**config.mk**
```make
export PLATFORM = sky130hd
export DESIGN_NAME = frame_mux
export DESIGN_NICKNAME = d
export VERILOG_FILES = /design/src/rtl/fmux_pkg.sv /design/src/rtl/slot_counter.sv /design/src/rtl/rr_arbiter.sv /design/src/rtl/overhead_coder.sv /design/src/rtl/frame_mux.sv
export SDC_FILE = /design/constraint.sdc
export NUM_CORES = 1
export LEC_CHECK = 0
export BUFFER_PORTS_ARGS = -buffer_cell sky130_fd_sc_hd__buf_4
export CAP_MARGIN = 40
export CELL_PAD_IN_SITES_DETAIL_PLACEMENT = 1
export CELL_PAD_IN_SITES_GLOBAL_PLACEMENT = 1
export CORE_MARGIN = 2
export CORE_UTILIZATION = 49
export CTS_CLUSTER_SIZE = 8
export DETAILED_ROUTE_END_ITERATION = 10
export MAX_ROUTING_LAYER = met4
export PLACE_DENSITY = 0.95
export SETUP_SLACK_MARGIN = 0.1
export SLEW_MARGIN = 10
export SYNTH_ARGS = -nofsm -noshare
export SYNTH_HDL_FRONTEND = slang
export SYNTH_HIERARCHICAL = 1
export SYNTH_SLANG_ARGS = --single-unit
```
**constraint.sdc**
```tcl
create_clock -name clk_i -period 18.25 [get_ports clk_i]
set_clock_uncertainty 0.2 [all_clocks]
set_input_delay 2.7375 -clock clk_i [delete_from_list [all_inputs] [get_ports clk_i]]
set_output_delay 2.7375 -clock clk_i [all_outputs]
set_load 0.005 [all_outputs]
```
**src/rtl/fmux_pkg.sv**
```systemverilog
package fmux_pkg;
  typedef enum logic [1:0] {SLOT_DATA, SLOT_OVH, SLOT_SYNC} slot_kind_e;

  function automatic slot_kind_e kind_of(int col, int ovh_col, int sync_col);
    if (col == sync_col) return SLOT_SYNC;
    if (col == ovh_col) return SLOT_OVH;
    return SLOT_DATA;
  endfunction
endpackage

```
**src/rtl/slot_counter.sv**
```systemverilog
module slot_counter #(
  parameter int ROW_LEN = 16,
  parameter int ROWS    = 16,
  localparam int CW = $clog2(ROW_LEN),
  localparam int RW = $clog2(ROWS)
) (
  input  logic          clk_i,
  input  logic          rst_ni,
  output logic [CW-1:0] col_o,
  output logic [RW-1:0] row_o,
  output logic          frame_start_o,
  output logic          last_row_o
);
  logic [CW-1:0] col_q;
  logic [RW-1:0] row_q;
  logic          col_end, row_end;

  assign col_end = (col_q == CW'(ROW_LEN-1));
  assign row_end = (row_q == RW'(ROWS-1));

  always_ff @(posedge clk_i or negedge rst_ni) begin
    if (!rst_ni) begin
      col_q <= '0;
      row_q <= '0;
    end else if (col_end) begin
      col_q <= '0;
      row_q <= row_end ? '0 : row_q + 1'b1;
    end else begin
      col_q <= col_q + 1'b1;
    end
  end

  assign col_o         = col_q;
  assign row_o         = row_q;
  assign frame_start_o = (col_q == '0) && (row_q == '0);
  assign last_row_o    = row_end;

  a_r1_frame_wrap: assert property (@(posedge clk_i) disable iff (!rst_ni)
    (col_end && row_end) |=> (col_q == '0 && row_q == '0));
  a_r1_row_hold: assert property (@(posedge clk_i) disable iff (!rst_ni)
    !col_end |=> $stable(row_q));
endmodule

```
**src/rtl/rr_arbiter.sv**
```systemverilog
module rr_arbiter #(
  parameter int N = 14,
  localparam int IW = (N > 1) ? $clog2(N) : 1
) (
  input  logic          clk_i,
  input  logic          rst_ni,
  input  logic [N-1:0]  req_i,
  input  logic          en_i,
  output logic [N-1:0]  grant_o,
  output logic [IW-1:0] idx_o,
  output logic          valid_o
);
  logic [IW-1:0] ptr_q;

  always_comb begin
    int c;
    valid_o = 1'b0;
    idx_o   = '0;
    for (int off = 1; off <= N; off++) begin
      c = int'(ptr_q) + off;
      if (c >= N) c = c - N;
      if (!valid_o && req_i[IW'(c)]) begin
        valid_o = 1'b1;
        idx_o   = IW'(c);
      end
    end
  end

  for (genvar g = 0; g < N; g++) begin : g_grant
    assign grant_o[g] = valid_o && (idx_o == IW'(g));
  end

  // reset value makes the first search start at channel 0
  always_ff @(posedge clk_i or negedge rst_ni) begin
    if (!rst_ni)                ptr_q <= IW'(N-1);
    else if (en_i && valid_o)   ptr_q <= idx_o;
  end

  a_r8_grant_onehot: assert property (@(posedge clk_i) disable iff (!rst_ni)
    $onehot0(grant_o));
  a_r8_grant_needs_req: assert property (@(posedge clk_i) disable iff (!rst_ni)
    (grant_o & ~req_i) == '0);
  a_r9_ptr_follows: assert property (@(posedge clk_i) disable iff (!rst_ni)
    (en_i && valid_o) |=> (ptr_q == $past(idx_o)));
endmodule

```
**src/rtl/overhead_coder.sv**
```systemverilog
module overhead_coder #(
  parameter int ADDR_W = 4,
  parameter int REP    = 3,
  localparam int ROWS = ADDR_W*REP + REP + 1,
  localparam int RW   = $clog2(ROWS)
) (
  input  logic [RW-1:0]     row_i,
  input  logic [ADDR_W-1:0] addr_i,
  input  logic              cmd_i,
  input  logic              spill_bit_i,
  output logic              bit_o
);
  localparam int ADDR_ROWS = ADDR_W*REP;

  always_comb begin
    int r;
    r     = int'(row_i);
    bit_o = spill_bit_i;
    if (r < ADDR_ROWS) begin
      bit_o = 1'b0;
      for (int i = 0; i < ADDR_W; i++)
        if (r / REP == ADDR_W-1-i) bit_o = addr_i[i];
    end else if (r < ADDR_ROWS + REP) begin
      bit_o = cmd_i;
    end
  end
endmodule

```
**src/rtl/frame_mux.sv**
```systemverilog
module frame_mux #(
  parameter int N_CH   = 14,
  parameter int ADDR_W = 4,
  parameter int REP    = 3
) (
  input  logic            clk_i,
  input  logic            rst_ni,
  input  logic [N_CH-1:0] ch_data_i,
  input  logic [N_CH-1:0] stuff_req_i,
  input  logic [N_CH-1:0] spill_req_i,
  input  logic            sync_bit_i,
  output logic            ser_o,
  output logic            frame_start_o,
  output logic [N_CH-1:0] ch_rd_o,
  output logic [N_CH-1:0] ack_o,
  output logic            sync_rd_o
);
  import fmux_pkg::*;

  localparam int ROW_LEN  = N_CH + 2;
  localparam int ROWS     = ADDR_W*REP + REP + 1;
  localparam int OVH_COL  = N_CH / 2;
  localparam int SYNC_COL = ROW_LEN - 1;
  localparam int CW       = $clog2(ROW_LEN);
  localparam int RW       = $clog2(ROWS);
  localparam int IW       = (N_CH > 1) ? $clog2(N_CH) : 1;

  logic [CW-1:0]   col;
  logic [RW-1:0]   row;
  logic            fstart, last_row;
  logic [N_CH-1:0] grant;
  logic [IW-1:0]   gidx;
  logic            gvalid;
  logic            sel_valid_q, sel_spill_q;
  logic [IW-1:0]   sel_idx_q;
  logic [ADDR_W-1:0] addr;
  logic            cmd, spill_bit, ovh_bit;
  logic [IW-1:0]   ch;
  slot_kind_e      kind;

  slot_counter #(.ROW_LEN(ROW_LEN), .ROWS(ROWS)) u_cnt (
    .clk_i, .rst_ni, .col_o(col), .row_o(row),
    .frame_start_o(fstart), .last_row_o(last_row)
  );

  rr_arbiter #(.N(N_CH)) u_arb (
    .clk_i, .rst_ni, .req_i(stuff_req_i | spill_req_i), .en_i(fstart),
    .grant_o(grant), .idx_o(gidx), .valid_o(gvalid)
  );

  // selection is held for the whole frame that carries its command
  always_ff @(posedge clk_i or negedge rst_ni) begin
    if (!rst_ni) begin
      sel_valid_q <= 1'b0;
      sel_spill_q <= 1'b0;
      sel_idx_q   <= '0;
    end else if (fstart) begin
      sel_valid_q <= gvalid;
      sel_spill_q <= gvalid && spill_req_i[gidx];
      sel_idx_q   <= gidx;
    end
  end

  assign addr      = sel_valid_q ? ADDR_W'(sel_idx_q) + 1'b1 : '0;
  assign cmd       = sel_valid_q && sel_spill_q;
  assign spill_bit = cmd && ch_data_i[sel_idx_q];

  overhead_coder #(.ADDR_W(ADDR_W), .REP(REP)) u_ovh (
    .row_i(row), .addr_i(addr), .cmd_i(cmd), .spill_bit_i(spill_bit), .bit_o(ovh_bit)
  );

  assign kind = kind_of(int'(col), OVH_COL, SYNC_COL);
  assign ch   = IW'((col < CW'(OVH_COL)) ? col : col - 1'b1);

  always_comb begin
    ser_o     = 1'b0;
    ch_rd_o   = '0;
    sync_rd_o = 1'b0;
    case (kind)
      SLOT_SYNC: begin
        ser_o     = sync_bit_i;
        sync_rd_o = 1'b1;
      end
      SLOT_OVH: begin
        ser_o = ovh_bit;
        if (last_row && cmd) ch_rd_o[sel_idx_q] = 1'b1;
      end
      default: begin
        if (!(last_row && sel_valid_q && !sel_spill_q && ch == sel_idx_q)) begin
          ser_o       = ch_data_i[ch];
          ch_rd_o[ch] = 1'b1;
        end
      end
    endcase
  end

  assign frame_start_o = fstart;
  assign ack_o         = fstart ? grant : '0;

  a_r11_one_read: assert property (@(posedge clk_i) disable iff (!rst_ni)
    $onehot0(ch_rd_o));
  a_r2_sync_no_read: assert property (@(posedge clk_i) disable iff (!rst_ni)
    sync_rd_o |-> (ch_rd_o == '0));
  a_r8_ack_at_start: assert property (@(posedge clk_i) disable iff (!rst_ni)
    (ack_o != '0) |-> frame_start_o);
  a_r10_spill_wins: assert property (@(posedge clk_i) disable iff (!rst_ni)
    ((ack_o & spill_req_i) != '0) |=> sel_spill_q);
  a_r8_sel_stable: assert property (@(posedge clk_i) disable iff (!rst_ni)
    !fstart |=> $stable(sel_idx_q) && $stable(sel_valid_q));
endmodule

```
==> impl_metrics.json, run 1 <==
{
  "irDropWorstVdd_v": 0.0000334,
  "hold_viol_final": 0,
  "diodes": 0,
  "r2r_cells": 20,
  "drv_cap": 0,
  "antenna_left": 0,
  "path_depth": 15,
  "rows": 41,
  "tightest_slew_ns": 0.888,
  "reg2reg_to": "sel_spill_q$_DFFE_PN0P_",
  "max_freq_ghz": 0.101,
  "ys_seq_area_frac": 0.0706,
  "finalSetupTns_ns": 0,
  "hpwl_mm": 20.9,
  "min_period_over_period": 0.542,
  "postCtsSetupBuffers": 0,
  "crit_buf_inv": 3,
  "crit_chain": "buf_4, or2_2, mux2i_1, nor4_1, o31a_1, nor2_1, o2111a_2, nand4_1, o22ai_1, o2bb2ai_2, inv_2, nand3_1, nor3_1, and2_1, buf_4",
  "r2r-start": "u_arb/ptr_q[1]$_DFFE_PN0P_",
  "hp-class": "register to register",
  "rsz0062_at_grt": "no",
  "cp_max_fo": 9,
  "synth_flop_cell": "dfrtp_1",
  "outcome": "complete, no violations",
  "ys_ff_latch": 18,
  "dieArea_sq_um": 14100,
  "fp.dieH_um": 119,
  "cts_root_buf": "clkbuf_16",
  "drive_gt1_frac": 0.228,
  "slew-limit-headroom": 0.408,
  "clock_path_buffers": 2,
  "h-tree-depth": 1,
  "nFillCells": 1631,
  "path_class": "primary input to output pin",
  "fin_crit_ns": 9.89,
  "p_leak_uw": 0.00283,
  "hold_end": "u_arb/ptr_q[0]$_DFFE_PN1P_",
  "holdCritStartpoint": "u_arb/ptr_q[0]$_DFFE_PN1P_",
  "final-seq-area_sq_um": 454,
  "syn_area_per_cell_sq_um": 7.86,
  "start_util": 0.506,
  "pwr_density_cell_nw_per_um2": 41.5,
  "cp_slowest_stage_delay_ns": 0.59,
  "gp_congestion": 1.02,
  "die_w_um": 119,
  "multi_input_area_sq_um": 5630,
  "dr.pass1.iters": 5,
  "worstPathArrival_ns": 6.95,
  "syn-num-nets": 899,
  "clkSinkCount": 18,
  "place_ws_ns": 8.59,
  "fin_nets": 946,
  "core_area_sq_um": 12700,
  "synthCells": 819,
  "path_clk_slew_ns": 0.06,
  "cp_data_required_time_ns": 15.31,
  "io-pin-count": 76,
  "startpoint_type": "primary input",
  "cts-hold-fix-buffers": 0,
  "drtIter0Drc": 746,
  "cp_slowest_cell": "mux2i_1",
  "drc": 0,
  "maxSlewViolCount": 0,
  "fin_ws_ns": 8.36,
  "min_path_cells": 2,
  "setup_viol": 0,
  "cts_tree": "built",
  "post_cts_resized": 0,
  "grt_pass1_vias": 7472,
  "ys_types": 115,
  "wirelength_mm": 26.9,
  "area_growth_pct": 10.6,
  "antenna_found_initial": 0,
  "grt-ovfl-total": 0,
  "cp-end-kind": "output pin",
  "r2r_slack_ns": 10.76,
  "grt_use_total": 0.385,
  "async_reset_ff_frac": 1.00,
  "synth_edf_count": 0,
  "wire_per_inst_um": 25.9,
  "grt_start_max_net_pins": 43,
  "synthesis.area_sq_um": 6430,
  "grt_pass1_wl_mm": 42.4,
  "crit_path_frequent_cell": "buf_4",
  "clk_latency_ns": 0.25,
  "numCtsBuffers": 3,
  "dr_total_vias": 7468,
  "viasPerCell": 7.20,
  "portBuffers": 75,
  "synth_warnings": 6,
  "crit_family": "simple AND/OR/NAND/NOR gates"
}
area by class of cell:
| class | instances | area share |
|---|---|---|
| Inverter | 32 | 0.0169 |
| Multi-Input combinational cell | 730 | 0.791 |
| Clock buffer | 4 | 0.0125 |
| Tap cell | 172 | 0.0302 |
| Timing Repair Buffer | 81 | 0.0854 |
| Sequential cell | 18 | 0.0638 |
Yosys cell counts (all sizes together) (6+ instances only):
master | count | area [sq um]
a21o | 8 | 60.1
xnor2 | 26 | 258
o22ai | 6 | 37.5
and2 | 29 | 185
inv | 31 | 116
nand3 | 17 | 90.1
a21oi | 47 | 265
mux4 | 12 | 270
and3 | 10 | 67.6
nor2b | 11 | 76.3
nor3 | 20 | 100
nand2 | 59 | 221
a21boi | 11 | 90.1
o21ai | 53 | 265
or4 | 7 | 60.1
o21a | 6 | 45.0
nor4 | 8 | 65.1
or2 | 21 | 131
ha | 34 | 425
a2111oi | 6 | 56.3
nor3b | 8 | 60.1
nand2b | 15 | 93.8
o31ai | 6 | 58.8
dfrtp | 15 | 375
buf | 23 | 170
nand3b | 7 | 52.6
nand4 | 12 | 75.1
mux2i | 58 | 597
clkbuf | 16 | 60.1
a31oi | 11 | 90.1
o2bb2ai | 7 | 67.6
o211ai | 12 | 90.1
xor2 | 6 | 52.6
o211a | 6 | 60.1
a211oi | 14 | 110
a211o | 7 | 61.3
mux2 | 29 | 330
nor2 | 49 | 186
through the flow:
step	utilization	hold WS, ns	total power, uW	std cells	instance area [sq um]
floorplan	-	0.287	182	819	6430
global placement	0.551	0.319	230	1031	7010
detailed placement	0.552	0.358	236	1033	7030
CTS	0.559	0.447	288	1037	7120
global route	0.559	0.478	307	1037	7120
finish	0.559	0.464	295	1037	7120
metal layers:
metal	part of all wire	global-route usage
met5	0	-
met2	0.48	0.643
met4	0.053	0.167
met3	0.075	0.0502
met1	0.39	0.463
power breakdown:
| part | switching [uW] | total (uW) | internal, uW |
|---|---|---|---|
| clock network | 16.7 | 50.1 | 33.4 |
| registers | 1.35 | 42.2 | 40.8 |
| logic | 127 | 203 | 76.3 |
cells in the final DEF (no fill, tap or decap), types with 12 or more instances in the layout:
cell type,count
dfrtp_1,15
nand4_1,12
and2_1,27
ha_1,34
nand2_1,59
a21oi_1,43
inv_1,26
nand3_1,16
or2_2,21
o21ai_0,45
nor2_1,48
mux2_2,28
nor3_1,20
mux4_2,12
a211oi_1,13
o211ai_1,12
mux2i_1,56
nand2b_1,15
xnor2_1,22
buf_4,81
flip-flops by register name (all words and copies together) (netlist names):
name / count
u_arb/ptr_q: 4
sel_spill_q: 1
sel_valid_q: 1
u_cnt/col_o: 4
u_cnt/row_o: 4
sel_idx_q: 4
kinds of logic after synthesis:
family          count (synthesis)  synth area share
xor+xnor                       32            0.0482
compound gates                264             0.306
mux                            99             0.186
simple gates                  300             0.265
buf+inv                        71            0.0544
flops                          18            0.0706
fa+ha+maj                      35            0.0692
worst max path at each step:
stage | from | endpoint | slack (ns)
global placement | stuff_req_i[9] | ack_o[7] | 8.70
detailed placement | stuff_req_i[9] | ack_o[9] | 8.59
floorplan | stuff_req_i[11] | ack_o[3] | 9.66
CTS | stuff_req_i[13] | ack_o[1] | 8.57
finish | stuff_req_i[9] | ack_o[9] | 8.36
global route | spill_req_i[5] | ack_o[1] | 8.25
worst reg2reg max path: stages (launching register included):
cell	delay (ns)
dfrtp_1	0.34
buf_4	0.29
inv_2	0.24
ha_1	0.80
clkinv_1	0.53
ha_1	0.48
nor2_1	0.18
nor2_1	0.08
a211oi_2	0.52
mux2i_1	0.32
mux2i_1	0.18
a2111oi_1	0.78
nand3_1	0.17
nor2_1	0.35
a32o_1	0.35
and2_4	0.24
inv_1	0.15
mux4_2	0.35
mux4_2	0.49
nand3_1	0.12
o21ai_0	0.15
No activity file was read; power rests on OpenSTA's default activity.
==> run 2, diff against run 1 <==
- CORE_UTILIZATION: 49 -> 41
- PLACE_DENSITY: 0.95 -> 0.89
- clock period: 18.25 -> 8.1 ns (I/O delays scaled with it)
==> impl_metrics.json, run 2 (synthesized netlist as in run 1, its figures left out) <==
{
  "dp_cells": 1072,
  "cts_root_buf": "clkbuf_16",
  "io-pin-count": 76,
  "h-tree-depth": 1,
  "nFillCells": 1886,
  "die_w_um": 129,
  "start_util": 0.422,
  "grt_use_total": 0.328,
  "rsz0062_at_grt": "no",
  "layout_commonest_cell": "buf_4",
  "antenna_found_initial": 0,
  "crit_buf_inv": 4,
  "cp_data_required_time_ns": 6.68,
  "pwr_density_cell_nw_per_um2": 94.3,
  "core_area_sq_um": 15300,
  "crit_family": "compound AO/OA/AOI/OAI gates",
  "cts_tree": "built",
  "min_period_over_period": 0.929,
  "tightest_slew_ns": 0.964,
  "post_dp_cell_area_sq_um": 7080,
  "hp-class": "register to register",
  "startpoint_type": "register",
  "dieArea_sq_um": 16700,
  "hpwl_mm": 20.7,
  "dr_total_vias": 7559,
  "gp_congestion": 0.997,
  "grt_pass1_vias": 7688,
  "final_cell_mix": "buf_4 (82), nand2_1 (59), mux2i_1 (56)",
  "irDropWorstVdd_v": 0.0000782,
  "area_growth_pct": 11.5,
  "clock_path_buffers": 2,
  "layout.cells.non_filler": 1077,
  "r2r-start": "u_arb/ptr_q[1]$_DFFE_PN0P_",
  "path_clk_slew_ns": 0.07,
  "final_cell_area_sq_um": 7170,
  "dr.pass1.iters": 8,
  "slew-limit-headroom": 0.339,
  "clk_latency_ns": 0.27,
  "multi_input_area_sq_um": 5630,
  "maxSlewViolCount": 0,
  "rows": 45,
  "fin_crit_ns": 7.52,
  "grt-ovfl-total": 0,
  "reg2reg_to": "sel_spill_q$_DFFE_PN0P_",
  "final-seq-area_sq_um": 455,
  "diodes": 0,
  "worstPathArrival_ns": 6.11,
  "drtIter0Drc": 984,
  "max_freq_ghz": 0.133,
  "wirelength_mm": 27.3,
  "grt_pass1_wl_mm": 42.0,
  "r2r_cells": 17,
  "wire_per_inst_um": 25.3,
  "numCtsBuffers": 3,
  "min_path_cells": 1,
  "holdCritStartpoint": "sel_valid_q$_DFFE_PN0P_",
  "viasPerCell": 7.02,
  "outcome": "complete, no violations",
  "hold_end": "sel_valid_q$_DFFE_PN0P_",
  "hold_viol_final": 0,
  "drc": 0,
  "fp.dieH_um": 129,
  "cp-end-kind": "output pin",
  "finalSetupTns_ns": 0,
  "crit_chain": "inv_2, ha_1, clkinv_1, ha_1, or2_2, a2111oi_1, nor2_1, o32a_2, nand3_1, o311ai_1, a211oi_1, o2bb2ai_2, inv_2, nand3_1, nor3b_1, and2_1, buf_4",
  "clkSinkCount": 18,
  "cp_slowest_cell": "a2111oi_1",
  "portBuffers": 75,
  "setup_viol": 0,
  "drv_cap": 0,
  "cp_max_fo": 19,
  "fin_nets": 947,
  "path_class": "register to output pin",
  "antenna_left": 0,
  "p_leak_uw": 0.00283,
  "drive_gt1_frac": 0.230,
  "r2r_slack_ns": 1.31,
  "grt_start_max_net_pins": 43,
  "cp_slowest_stage_delay_ns": 0.75
}
==> run 2: cell count changes in the layout (fill, tap and decap cells not counted) <==
| cell | delta |
|---|---|
| dfrtp_2 | +1 |
| dfrtp_1 | -1 |
| buf_4 | +1 |
==> run 2: routing by layer <==
| layer | global-route usage | up-vias | wire length (um) |
|---|---|---|---|
| met1 | 0.384 | 3632 | 10500 |
| met5 | - | - | 0 |
| met4 | 0.166 | 0 | 1600 |
| met2 | 0.533 | 483 | 12800 |
| li1 | - | 3263 | - |
| met3 | 0.0694 | 181 | 2440 |
==> run 2: final cells by class <==
class | count | share of cell area
Sequential cell | 18 | 0.0635
Clock buffer | 4 | 0.0124
Tap cell | 211 | 0.0368
Timing Repair Buffer | 82 | 0.0858
Multi-Input combinational cell | 730 | 0.785
Inverter | 32 | 0.0167
==> run 2: worst max path at each step <==
stage,end,cells past startpoint,start
after CTS,ack_o[7],17,u_arb/ptr_q[1]$_DFFE_PN0P_
after global routing,ack_o[5],17,u_arb/ptr_q[1]$_DFFE_PN0P_
final,ack_o[5],17,u_arb/ptr_q[1]$_DFFE_PN0P_
after floorplan,ack_o[3],19,u_arb/ptr_q[0]$_DFFE_PN1P_
after detailed placement,ack_o[4],14,u_arb/ptr_q[1]$_DFFE_PN0P_
after global placement,ack_o[1],18,u_arb/ptr_q[1]$_DFFE_PN0P_
==> run 2: metrics by stage <==
step                      hold WS (ns)  utilization  setup slack (ns)  power, uW
after CTS                        0.424        0.470             0.565        650
after global placement           0.325        0.464              1.21        508
final                            0.439        0.470             0.575        676
after global routing             0.451        0.470             0.291        699
after detailed placement         0.363        0.464              1.01        522
after floorplan                  0.287            -              1.84        411
==> run 2: power by group <==
group          leakage (uW)  internal, uW  switching (uW)
combinational       0.00258           172             286
sequential         0.000207          92.0            3.88
clock             0.0000442          75.7            46.5
==> run 2: timing repair <==
item	in CTS	in global routing
endpoints found under the setup margin	0	6
setup buffers	0	0
gates resized for setup	0	1
hold buffers	0	0
==> run 3, diff against run 2 <==
- CORE_UTILIZATION: 41 -> 40
- SYNTH_HIERARCHICAL: 1 -> default
==> impl_metrics.json, run 3 <==
{
  "finalSetupTns_ns": 0,
  "synth_flop_cell": "dfrtp_1",
  "min_path_cells": 2,
  "layout_commonest_cell": "nor2_1",
  "clkSinkCount": 18,
  "reg2reg_to": "sel_spill_q$_DFFE_PN0P_",
  "wirelength_mm": 24.0,
  "crit_family": "simple AND/OR/NAND/NOR gates",
  "numCtsBuffers": 3,
  "fin_nets": 944,
  "setup_viol": 0,
  "path_class": "register to output pin",
  "final_cell_mix": "nor2_1 (92), buf_4 (91), nand2_1 (85)",
  "synthCells": 806,
  "worstPathArrival_ns": 6.24,
  "post_dp_cell_area_sq_um": 6600,
  "holdCritStartpoint": "sel_valid_q$_DFFE_PN0P_",
  "ys_seq_area_frac": 0.0773,
  "ys_ff_latch": 18,
  "synthesis.area_sq_um": 5880,
  "drtIter0Drc": 649,
  "cts-hold-fix-buffers": 0,
  "max_freq_ghz": 0.131,
  "outcome": "complete, no violations",
  "io-pin-count": 76,
  "syn-num-nets": 886,
  "portBuffers": 75,
  "yosysTopAreaCell": "ha_1",
  "antenna_left": 0,
  "hold_viol_final": 0,
  "r2r-start": "u_arb.ptr_q[0]$_DFFE_PN1P_",
  "synth_warnings": 0,
  "tightest_slew_ns": 0.934,
  "min_period_over_period": 0.945,
  "cp_slowest_stage_delay_ns": 0.54,
  "p_leak_uw": 0.00281,
  "drive_gt1_frac": 0.192,
  "area_growth_pct": 13.9,
  "cts_root_buf": "clkbuf_16",
  "fin_crit_ns": 7.66,
  "die_w_um": 125,
  "dr.pass1.iters": 5,
  "h-tree-depth": 1,
  "place_ws_ns": 0.882,
  "synth.most_common_cell": "nor2_1",
  "rsz0062_at_grt": "no",
  "cp_data_required_time_ns": 6.68,
  "hp-class": "register to register",
  "pwr_density_cell_nw_per_um2": 384,
  "async_reset_ff_frac": 1.00,
  "post_cts_resized": 0,
  "cp_slowest_cell": "dfstp_2",
  "drv_cap": 0,
  "grt_pass1_wl_mm": 38.0,
  "startpoint_type": "register",
  "grt_pass1_vias": 6916,
  "viasPerCell": 6.51,
  "r2r_slack_ns": 1.15,
  "antenna_found_initial": 0,
  "synth_commonest_cells": "nor2_1 (92), nand2_1 (85), a21oi_1 (58), o21ai_0 (45), mux2i_1 (38)",
  "fp.dieH_um": 125,
  "fin_ws_ns": 0.443,
  "r2r_cells": 20,
  "rows": 44,
  "syn_area_per_cell_sq_um": 7.29,
  "grt-ovfl-total": 0,
  "postCtsSetupBuffers": 0,
  "grt_start_max_net_pins": 28,
  "final_cell_area_sq_um": 6690,
  "slew-limit-headroom": 0.377,
  "hold_ws_ns": 0.367,
  "cts_tree": "built",
  "hpwl_mm": 19.3,
  "ys_types": 93,
  "synth_edf_count": 0,
  "layout.cells.non_filler": 1047,
  "diodes": 0,
  "crit_buf_inv": 4,
  "dieArea_sq_um": 15700,
  "drc": 0,
  "synthTopCellsByArea": "ha_1 (7.2%), mux2i_1 (6.5%), dfrtp_1 (6.4%)",
  "synth.top_cell.area_share": 0.0724,
  "gp_congestion": 1.02,
  "maxSlewViolCount": 0,
  "clk_latency_ns": 0.26,
  "cp_max_fo": 25,
  "crit_chain": "buf_4, inv_1, ha_1, xor2_1, inv_1, ha_1, nand2_1, mux2i_1, mux2_1, mux2i_1, o22ai_2, nor4_1, nand3_1, or3_1, o221ai_1, or2_2, nand2_1, nor2_1, buf_4",
  "path_clk_slew_ns": 0.06,
  "grt_use_total": 0.307,
  "dp_cells": 1042,
  "start_util": 0.408,
  "cp-end-kind": "output pin",
  "clock_path_buffers": 2,
  "hold_end": "sel_valid_q$_DFFE_PN0P_",
  "dr_total_vias": 6811,
  "irDropWorstVdd_v": 0.000199,
  "core_area_sq_um": 14400,
  "wire_per_inst_um": 22.9
}
==> run 3: metrics by stage <==
step / utilization / power, uW
3_5_place_dp: 0.457 / 2360
6_report: 0.464 / 2570
2_1_floorplan: - / 1780
5_1_grt: 0.464 / 2730
3_3_place_gp: 0.457 / 2320
4_1_cts: 0.463 / 2490
==> run 3: worst max path at each step <==
stage / to / slack, ns / from / depth (start not counted)
5_1_grt: ack_o[5] / 0.18 / u_arb.ptr_q[0]$_DFFE_PN1P_ / 19
3_5_place_dp: ack_o[2] / 0.88 / u_arb.ptr_q[2]$_DFFE_PN1P_ / 16
2_1_floorplan: ack_o[3] / 1.47 / u_arb.ptr_q[1]$_DFFE_PN0P_ / 20
4_1_cts: ack_o[2] / 0.58 / u_arb.ptr_q[2]$_DFFE_PN1P_ / 16
6_report: ack_o[8] / 0.44 / u_arb.ptr_q[0]$_DFFE_PN1P_ / 19
3_3_place_gp: ack_o[2] / 1.01 / u_arb.ptr_q[2]$_DFFE_PN1P_ / 16
==> run 3: routing by layer <==
layer | share of wire | vias up | wire length [um] | track usage
met3 | 0.070 | 70 | 1690 | 0.0381
li1 | - | 3140 | - | -
met2 | 0.46 | 295 | 11100 | 0.495
met5 | 0 | - | 0 | -
met1 | 0.43 | 3306 | 10300 | 0.401
met4 | 0.039 | 0 | 940 | 0.102
==> run 3: area by class of cell <==
class	instances	area (sq um)
Multi-Input combinational cell	711	5080
Clock buffer	4	88.8
Sequential cell	18	454
Tap cell	184	230
Fill cell	1847	7730
Timing Repair Buffer	93	696
Inverter	37	139
==> run 3: worst reg2reg max path, stage by stage, from the launching register on <==
cell	delay, ns
dfstp_2	0.54
buf_4	0.31
inv_1	0.28
ha_1	0.43
xor2_1	0.24
inv_1	0.16
ha_1	0.45
nand2_1	0.10
mux2i_1	0.34
mux2_1	0.36
mux2i_1	0.22
o22ai_2	0.17
nor4_1	0.52
nand3_1	0.42
or3_1	0.53
a31oi_4	0.20
buf_4	0.25
mux2i_1	0.47
mux2i_1	0.13
mux2_2	0.28
o31a_1	0.25
==> run 3: where the power goes <==
part           switching [uW]  internal, uW  leakage, uW  total, uW
Sequential               29.2           101     0.000212        130
Clock                    41.4          75.5    0.0000442        117
Combinational            1440           877      0.00255       2320
Total                    1520          1050      0.00281       2570
==> run 3: cells by family (layout without fill, tap and decap cells) <==
logic type / Yosys count / in the layout / synth area share
flip-flops: 18 / 18 / 0.0773
multiplexers: 71 / 71 / 0.157
AO/OA/AOI/OAI: 266 / 266 / 0.325
XOR/XNOR: 28 / 28 / 0.0494
AND/OR/NAND/NOR: 311 / 311 / 0.258
buffers and inverters: 77 / 134 / 0.0577
adder cells (fa/ha/maj): 35 / 35 / 0.0758
